[config.mk]
export PLATFORM = sky130hd
export DESIGN_NAME = miss_inval_tracker
export DESIGN_NICKNAME = d
export VERILOG_FILES = /design/src/rtl/mit_pkg.sv /design/src/rtl/mit_match.sv /design/src/rtl/mit_pick.sv /design/src/rtl/miss_inval_tracker.sv
export SDC_FILE = /design/constraint.sdc
export NUM_CORES = 1
export LEC_CHECK = 0
export BUFFER_PORTS_ARGS = -buffer_cell sky130_fd_sc_hd__buf_2
export CORE_ASPECT_RATIO = 1.1
export CORE_UTILIZATION = 60
export DETAILED_ROUTE_END_ITERATION = 8
export PLACE_DENSITY = 0.9
export SLEW_MARGIN = 10
export SYNTH_ARGS = -nofsm -noshare
export SYNTH_HDL_FRONTEND = slang
export SYNTH_SLANG_ARGS = --single-unit
[constraint.sdc]
create_clock -name clk -period 5.6 [get_ports clk]
set_input_delay 0.56 -clock clk [delete_from_list [all_inputs] [get_ports clk]]
set_output_delay 0.56 -clock clk [all_outputs]
set_load 0.05 [all_outputs]
[src/rtl/mit_pkg.sv]
package mit_pkg;
  typedef enum logic [1:0] {
    MK_INVAL = 2'd0,
    MK_DATA  = 2'd1,
    MK_RETRY = 2'd2
  } msg_kind_e;

  typedef struct packed {
    logic live;   // slot holds an outstanding read
    logic drain;  // data delivered, bus invalidate still owed
    logic retry;  // read-again seen before its invalidation
    logic held;   // invalidation parked in the slot
  } slot_flags_t;
endpackage

[src/rtl/mit_match.sv]
module mit_match #(
  parameter int N  = 8,
  parameter int AW = 8,
  localparam int IW = (N > 1) ? $clog2(N) : 1
) (
  input  logic [AW-1:0]       key,
  input  logic [N-1:0][AW-1:0] tags,
  input  logic [N-1:0]        elig,
  output logic [N-1:0]        hit_vec,
  output logic                hit,
  output logic [IW-1:0]       hit_idx
);
  for (genvar g = 0; g < N; g++) begin : g_cmp
    assign hit_vec[g] = elig[g] && (tags[g] == key);
  end

  always_comb begin
    hit_idx = '0;
    for (int i = 0; i < N; i++) begin
      if (hit_vec[i]) hit_idx = hit_idx | IW'(i);
    end
  end

  assign hit = |hit_vec;
endmodule

[src/rtl/mit_pick.sv]
module mit_pick #(
  parameter int N = 8,
  localparam int IW = (N > 1) ? $clog2(N) : 1
) (
  input  logic [N-1:0]  free_vec,
  output logic          any_free,
  output logic [IW-1:0] free_idx
);
  always_comb begin
    free_idx = '0;
    for (int i = N - 1; i >= 0; i--) begin
      if (free_vec[i]) free_idx = IW'(i);
    end
  end

  assign any_free = |free_vec;
endmodule

[src/rtl/miss_inval_tracker.sv]
module miss_inval_tracker
  import mit_pkg::*;
#(
  parameter int ENTRIES = 8,
  parameter int AW      = 8,
  parameter int DW      = 16,
  localparam int IW     = (ENTRIES > 1) ? $clog2(ENTRIES) : 1
) (
  input  logic          clk,
  input  logic          rst_n,
  input  logic          req_valid,
  input  logic [AW-1:0] req_addr,
  output logic          req_ready,
  input  logic          msg_valid,
  input  logic [1:0]    msg_kind,
  input  logic [AW-1:0] msg_addr,
  input  logic [DW-1:0] msg_data,
  output logic          msg_ready,
  output logic          bus_inv_valid,
  output logic [AW-1:0] bus_inv_addr,
  input  logic          bus_inv_ready,
  output logic          ack_valid,
  output logic [AW-1:0] ack_addr,
  output logic          dlv_valid,
  output logic [AW-1:0] dlv_addr,
  output logic [DW-1:0] dlv_data,
  output logic          reiss_valid,
  output logic [AW-1:0] reiss_addr
);
  // reset: asserted asynchronously, released on a clock edge
  logic [1:0] rst_pipe_q;
  logic       rst_sync_n;
  always_ff @(posedge clk or negedge rst_n) begin
    if (!rst_n) rst_pipe_q <= 2'b00;
    else        rst_pipe_q <= {rst_pipe_q[0], 1'b1};
  end
  assign rst_sync_n = rst_pipe_q[1];

  // table state
  slot_flags_t [ENTRIES-1:0]         flags_q, flags_d;
  logic        [ENTRIES-1:0][AW-1:0] tags_q, tags_d;
  logic        [IW-1:0]              drain_idx_q, drain_idx_d;
  logic                              drain_live_q, drain_live_d;

  // registered outputs
  logic          binv_q, binv_d;
  logic [AW-1:0] binv_addr_q, binv_addr_d;
  logic          ack_q, ack_d;
  logic [AW-1:0] ack_addr_q, ack_addr_d;
  logic          dlv_q, dlv_d;
  logic [AW-1:0] dlv_addr_q, dlv_addr_d;
  logic [DW-1:0] dlv_data_q, dlv_data_d;
  logic          reiss_q, reiss_d;
  logic [AW-1:0] reiss_addr_q, reiss_addr_d;

  // lookups
  logic [ENTRIES-1:0] elig, free_vec, req_hits, msg_hits;
  logic               req_hit, msg_hit, any_free;
  logic [IW-1:0]      req_idx, msg_idx, free_idx;

  always_comb begin
    for (int i = 0; i < ENTRIES; i++) begin
      elig[i]     = flags_q[i].live && !flags_q[i].drain;
      free_vec[i] = !flags_q[i].live;
    end
  end

  mit_match #(.N(ENTRIES), .AW(AW)) i_req_match (
    .key(req_addr), .tags(tags_q), .elig(elig),
    .hit_vec(req_hits), .hit(req_hit), .hit_idx(req_idx)
  );

  mit_match #(.N(ENTRIES), .AW(AW)) i_msg_match (
    .key(msg_addr), .tags(tags_q), .elig(elig),
    .hit_vec(msg_hits), .hit(msg_hit), .hit_idx(msg_idx)
  );

  mit_pick #(.N(ENTRIES)) i_pick (
    .free_vec(free_vec), .any_free(any_free), .free_idx(free_idx)
  );

  // handshakes
  logic msg_fire, req_fire, bus_fire, same_line;
  assign msg_ready = rst_sync_n && !binv_q;
  assign msg_fire  = msg_valid && msg_ready;
  assign same_line = msg_fire && (msg_addr == req_addr);
  assign req_ready = rst_sync_n && (req_hit || any_free) && !same_line;
  assign req_fire  = req_valid && req_ready;
  assign bus_fire  = binv_q && bus_inv_ready;

  // next state
  always_comb begin
    flags_d      = flags_q;
    tags_d       = tags_q;
    drain_idx_d  = drain_idx_q;
    drain_live_d = drain_live_q;
    binv_d       = binv_q;
    binv_addr_d  = binv_addr_q;
    ack_d        = 1'b0;
    ack_addr_d   = ack_addr_q;
    dlv_d        = 1'b0;
    dlv_addr_d   = dlv_addr_q;
    dlv_data_d   = dlv_data_q;
    reiss_d      = 1'b0;
    reiss_addr_d = reiss_addr_q;

    // bus took the invalidate: acknowledge it and release a draining slot
    if (bus_fire) begin
      binv_d     = 1'b0;
      ack_d      = 1'b1;
      ack_addr_d = binv_addr_q;
      if (drain_live_q) begin
        flags_d[drain_idx_q] = '0;
        drain_live_d         = 1'b0;
      end
    end

    if (msg_fire) begin
      unique case (msg_kind_e'(msg_kind))
        MK_INVAL: begin
          if (!msg_hit) begin
            binv_d       = 1'b1;
            binv_addr_d  = msg_addr;
            drain_live_d = 1'b0;
          end else if (flags_q[msg_idx].retry) begin
            flags_d[msg_idx].retry = 1'b0;
            ack_d        = 1'b1;
            ack_addr_d   = msg_addr;
            reiss_d      = 1'b1;
            reiss_addr_d = msg_addr;
          end else begin
            flags_d[msg_idx].held = 1'b1;
          end
        end
        MK_DATA: begin
          if (msg_hit) begin
            dlv_d      = 1'b1;
            dlv_addr_d = msg_addr;
            dlv_data_d = msg_data;
            if (flags_q[msg_idx].held) begin
              flags_d[msg_idx].drain = 1'b1;
              flags_d[msg_idx].held  = 1'b0;
              binv_d       = 1'b1;
              binv_addr_d  = msg_addr;
              drain_idx_d  = msg_idx;
              drain_live_d = 1'b1;
            end else begin
              flags_d[msg_idx] = '0;
            end
          end
        end
        MK_RETRY: begin
          if (msg_hit) begin
            if (flags_q[msg_idx].held) begin
              flags_d[msg_idx].held = 1'b0;
              ack_d        = 1'b1;
              ack_addr_d   = msg_addr;
              reiss_d      = 1'b1;
              reiss_addr_d = msg_addr;
            end else begin
              flags_d[msg_idx].retry = 1'b1;
            end
          end
        end
        default: ;
      endcase
    end

    // allocation for a new line; merged requests leave the table alone
    if (req_fire && !req_hit) begin
      flags_d[free_idx]      = '0;
      flags_d[free_idx].live = 1'b1;
      tags_d[free_idx]       = req_addr;
    end
  end

  // registers
  logic tbl_en, out_en;
  assign tbl_en = msg_fire || req_fire || bus_fire;
  assign out_en = 1'b1;

  always_ff @(posedge clk or negedge rst_sync_n) begin
    if (!rst_sync_n) begin
      flags_q      <= '0;
      tags_q       <= '0;
      drain_idx_q  <= '0;
      drain_live_q <= 1'b0;
    end else if (tbl_en) begin
      flags_q      <= flags_d;
      tags_q       <= tags_d;
      drain_idx_q  <= drain_idx_d;
      drain_live_q <= drain_live_d;
    end
  end

  always_ff @(posedge clk or negedge rst_sync_n) begin
    if (!rst_sync_n) begin
      binv_q       <= 1'b0;
      binv_addr_q  <= '0;
      ack_q        <= 1'b0;
      ack_addr_q   <= '0;
      dlv_q        <= 1'b0;
      dlv_addr_q   <= '0;
      dlv_data_q   <= '0;
      reiss_q      <= 1'b0;
      reiss_addr_q <= '0;
    end else if (out_en) begin
      binv_q       <= binv_d;
      binv_addr_q  <= binv_addr_d;
      ack_q        <= ack_d;
      ack_addr_q   <= ack_addr_d;
      dlv_q        <= dlv_d;
      dlv_addr_q   <= dlv_addr_d;
      dlv_data_q   <= dlv_data_d;
      reiss_q      <= reiss_d;
      reiss_addr_q <= reiss_addr_d;
    end
  end

  assign bus_inv_valid = binv_q;
  assign bus_inv_addr  = binv_addr_q;
  assign ack_valid     = ack_q;
  assign ack_addr      = ack_addr_q;
  assign dlv_valid     = dlv_q;
  assign dlv_addr      = dlv_addr_q;
  assign dlv_data      = dlv_data_q;
  assign reiss_valid   = reiss_q;
  assign reiss_addr    = reiss_addr_q;


  bus_hold_chk: assert property (@(posedge clk) disable iff (!rst_sync_n)
    (bus_inv_valid && !bus_inv_ready) |=> (bus_inv_valid && $stable(bus_inv_addr)));


  msg_stall_chk: assert property (@(posedge clk) disable iff (!rst_sync_n)
    bus_inv_valid |-> !msg_ready);


  ack_cause_chk: assert property (@(posedge clk) disable iff (!rst_sync_n)
    ack_valid |-> $past(bus_fire || msg_fire));


  reiss_pair_chk: assert property (@(posedge clk) disable iff (!rst_sync_n)
    reiss_valid |-> (ack_valid && ack_addr == reiss_addr && !$rose(bus_inv_valid)));


  single_tag_chk: assert property (@(posedge clk) disable iff (!rst_sync_n)
    $onehot0(req_hits) && $onehot0(msg_hits));


  drain_order_chk: assert property (@(posedge clk) disable iff (!rst_sync_n)
    ($rose(bus_inv_valid) && drain_live_q) |-> (dlv_valid && dlv_addr == bus_inv_addr));
endmodule

==> flow_summary_export.csv <==
group,metric,value,unit
run_status,outcome,"completed",
clock_tree,numCtsBuffers,17,
clock_tree,htree_num_levels,4,
grt,grt_pass1_vias,7080,
setup_path,ff2ff_setup_slack,1.52,ns
clock_tree,cts_tree,"yes",
drt,first_iter_violations,713,
cells_and_area,post-route-util,0.700,
logic_synthesis,syn_nets,830,
drt,dr.pass1.iters,5,
drt,viasPerCell,6.50,
setup_path,startpoint_type,"primary input",
logic_synthesis,ys_async_sr_fraction,1.00,
logic_synthesis,seq_area_frac_synth,0.444,
drt,drc,0,
logic_synthesis,synth_top_area_share,0.444,
clock_tree,cts.sinks,154,
logic_synthesis,synth_edf_count,0,
clock_tree,cts_buffer_depth,2,
pwr,power_density,485,mW/mm^2
clock_tree,ctsRootBufferMaster,"clkbuf_16",
timing,hold_viol,0,
logic_synthesis,synthesis.instances,791,
pwr,p_total,4.74,mW
die,initial_core_util,0.622,
logic_synthesis,ys_top_cells_by_area,"dfrtp_1 (44%), mux2_2 (15%), xnor2_1 (8.8%)",
cells_and_area,stdcell_count,1064,
logic_synthesis,netlist-cell-type-count,71,
die,rows,45,
timing,drv_slew,0,
timing,finalCritPeriodShare,0.728,
die,die_h,128,um
setup_path,required,5.92,ns
cells_and_area,fillCellCount,957,
drt,drt_wl_total,23.2,mm
clock_tree,cts_setup_buffers,0,
pwr,vdd_ir_drop_max,261,uV
die,fp.dieArea,0.0150,sq mm
clock_tree,clock_latency,0.44,ns
grt,antenna_found_initial,0,
grt,grt_util_all_layers,0.332,
logic_synthesis,syn_area_per_cell,11.0,sq um
setup_path,arrival,4.40,ns
timing,hold_ws,0.234,ns
cells_and_area,area_growth,12.6,%
drt,num_vias,6921,
logic_synthesis,synth-seq-cells,154,
setup_path,worstRegToRegCells,10,
timing,fmax,0.245,GHz
min_path,hp-class,"register to async pin",
cells_and_area,nNetsFinal,902,
timing,rsz0062_at_grt,"no",
logic_synthesis,synth_area,0.00868,sq mm
timing,tns,0,ns
clock_tree,clkTransAtPathRegs,0.07,ns
timing,max_slew_margin,0.271,
setup_path,crit_path_max_fanout,23,
grt,overflow,0,
clock_tree,cts_resized,0,
setup_path,criticalPathCategory,"primary input to register",
setup_path,rr_endpoint,"reiss_addr[2]",
die,ios,93,
setup_path,crit_path_end_kind,"register",
logic_synthesis,yosys_most_used_dff,"dfrtp_1",
grt,grt_first_pass_wirelength,36.9,mm
grt,grt_max_degree,82,
setup_path,rr_startpoint,"flags_q[23]",
cells_and_area,drive_gt1_frac,0.316,
run,drv_cap,0,
timing,skew,0.00550,ns
die,die_width,117,um
drt,postRouteAntennaNets,0,
die,core_area,0.0140,sq mm
drt,wire_per_inst,21.8,um
timing,setup_viol,0,
placement,io_buffers,92,
cells_and_area,antenna_cells,0,
placement,place.detailed.hpwl,15.6,mm
logic_synthesis,yosysWarnings,0,
timing,worst_pin_slew,1.09,ns
logic_synthesis,yosys.area.top_type,"dfrtp_1",
placement,finalWeightedCongestion,0.976,
pwr,power.static_leakage,4.34,nW
placement,placed_cells,1031,
timing,finalWorstPathRequiredPeriod,4.08,ns
[report_power, final]
part / switching (mW) / internal, mW
Combinational: 1.03 / 0.781
Sequential: 0.365 / 1.46
Clock: 0.509 / 0.595
Total: 1.91 / 2.84
[cell type report]
| type | instances | area, sq um | share of cell area |
|---|---|---|---|
| Multi-Input combinational cell | 583 | 4570 | 0.467 |
| Sequential cell | 154 | 3860 | 0.395 |
| Timing Repair Buffer | 99 | 515 | 0.0527 |
| Clock buffer | 18 | 439 | 0.0449 |
| Tap cell | 188 | 235 | 0.0241 |
| Clock inverter | 14 | 129 | 0.0132 |
| Inverter | 8 | 30.0 | 0.00307 |
[worst max path at each step]
| stage | cells past startpoint | endpoint | slack, ns | from |
|---|---|---|---|---|
| after global placement | 11 | reiss_addr[7] | 1.40 | msg_addr[6] |
| after CTS | 11 | reiss_addr[2] | 1.69 | msg_addr[2] |
| after floorplan | 8 | flags_q[24] | 0.56 | rst_pipe_q[1] |
| final | 11 | reiss_addr[2] | 1.52 | msg_addr[2] |
| after global routing | 11 | reiss_addr[2] | 1.33 | msg_addr[2] |
| after detailed placement | 11 | reiss_addr[7] | 1.32 | msg_addr[6] |
[what timing repair did]
action	CTS	global route
hold buffers	1	0
endpoints found under the setup margin	0	0
endpoints found under the hold margin	2	0
[per-layer routing]
metal	vias up	wire length (um)	global-route usage
met4	0	1360	0.217
met1	3399	8700	0.396
met3	135	1950	0.0775
met5	-	0	0.0105
met2	429	11200	0.535
li1	2958	-	-
[cells in the final DEF, fill, tap and decap left out, drive strengths merged, types with 4 or more instances in the layout]
cell type / instances
and2: 8
o21ai: 15
xnor2: 87
nand3b: 7
nor2b: 7
nand3: 24
o22ai: 5
o211ai: 4
a22oi: 4
clkbuf: 18
clkinv: 5
or3: 5
inv: 15
and3: 4
a31oi: 4
nand2b: 8
nand2: 56
nand4: 20
xor2: 47
mux2i: 4
buf: 98
nor2: 30
nor3: 33
nor4: 18
a21boi: 7
o21a: 5
dfrtp: 154
a21oi: 9
o31ai: 5
mux2: 126
[cell families after synthesis]
logic type      synth area share
other cells             0.000432
buf+inv                   0.0311
simple gates               0.142
xor+xnor                   0.135
compound gates            0.0760
flops                      0.444
mux                        0.172
[cells in the mapped netlist, drive strengths merged (2+ instances only)]
master,number
nand4,20
nor3,33
buf,15
o311ai,3
nand3,24
xnor2,87
nor4,18
nand2b,8
a221oi,2
o31ai,5
nand3b,7
or3,5
a31o,3
dfrtp,154
a22o,3
and3,4
a211oi,3
mux2,126
a31oi,4
nand2,56
o22ai,5
a21oi,9
or3b,2
o211ai,4
inv,8
a22oi,4
and3b,2
nor2,30
and2,8
xor2,47
nor3b,3
o21ai,15
a21boi,7
o2bb2ai,2
mux2i,4
o41ai,2
clkbuf,31
nor2b,7
o21a,5
[stage by stage]
step	setup WS (ns)	area (sq um)
2_1_floorplan	0.559	8680
3_3_place_gp	1.40	9200
3_5_place_dp	1.32	9200
4_1_cts	1.69	9770
5_1_grt	1.33	9770
6_report	1.52	9770
[registers in the layout (all words and copies together) (netlist names)]
register       count
ack_addr           8
ack_valid          1
bus_inv_addr       8
bus_inv_valid      1
dlv_addr           8
dlv_data          16
dlv_valid          1
drain_idx_q        3
drain_live_q       1
flags_q           32
reiss_addr         8
reiss_valid        1
rst_pipe_q         2
tags_q            64
[critical path, stage by stage]
cell      delay [ns]
buf_2           0.37
xnor2_1         0.21
nand3_1         0.18
nor3_1          0.38
or4b_1          0.81
mux2i_1         0.26
a22oi_2         0.38
nand2_2         0.23
a211oi_4        0.28
buf_4           0.31
mux2_2          0.39
Power figures use the tool's default switching activity.
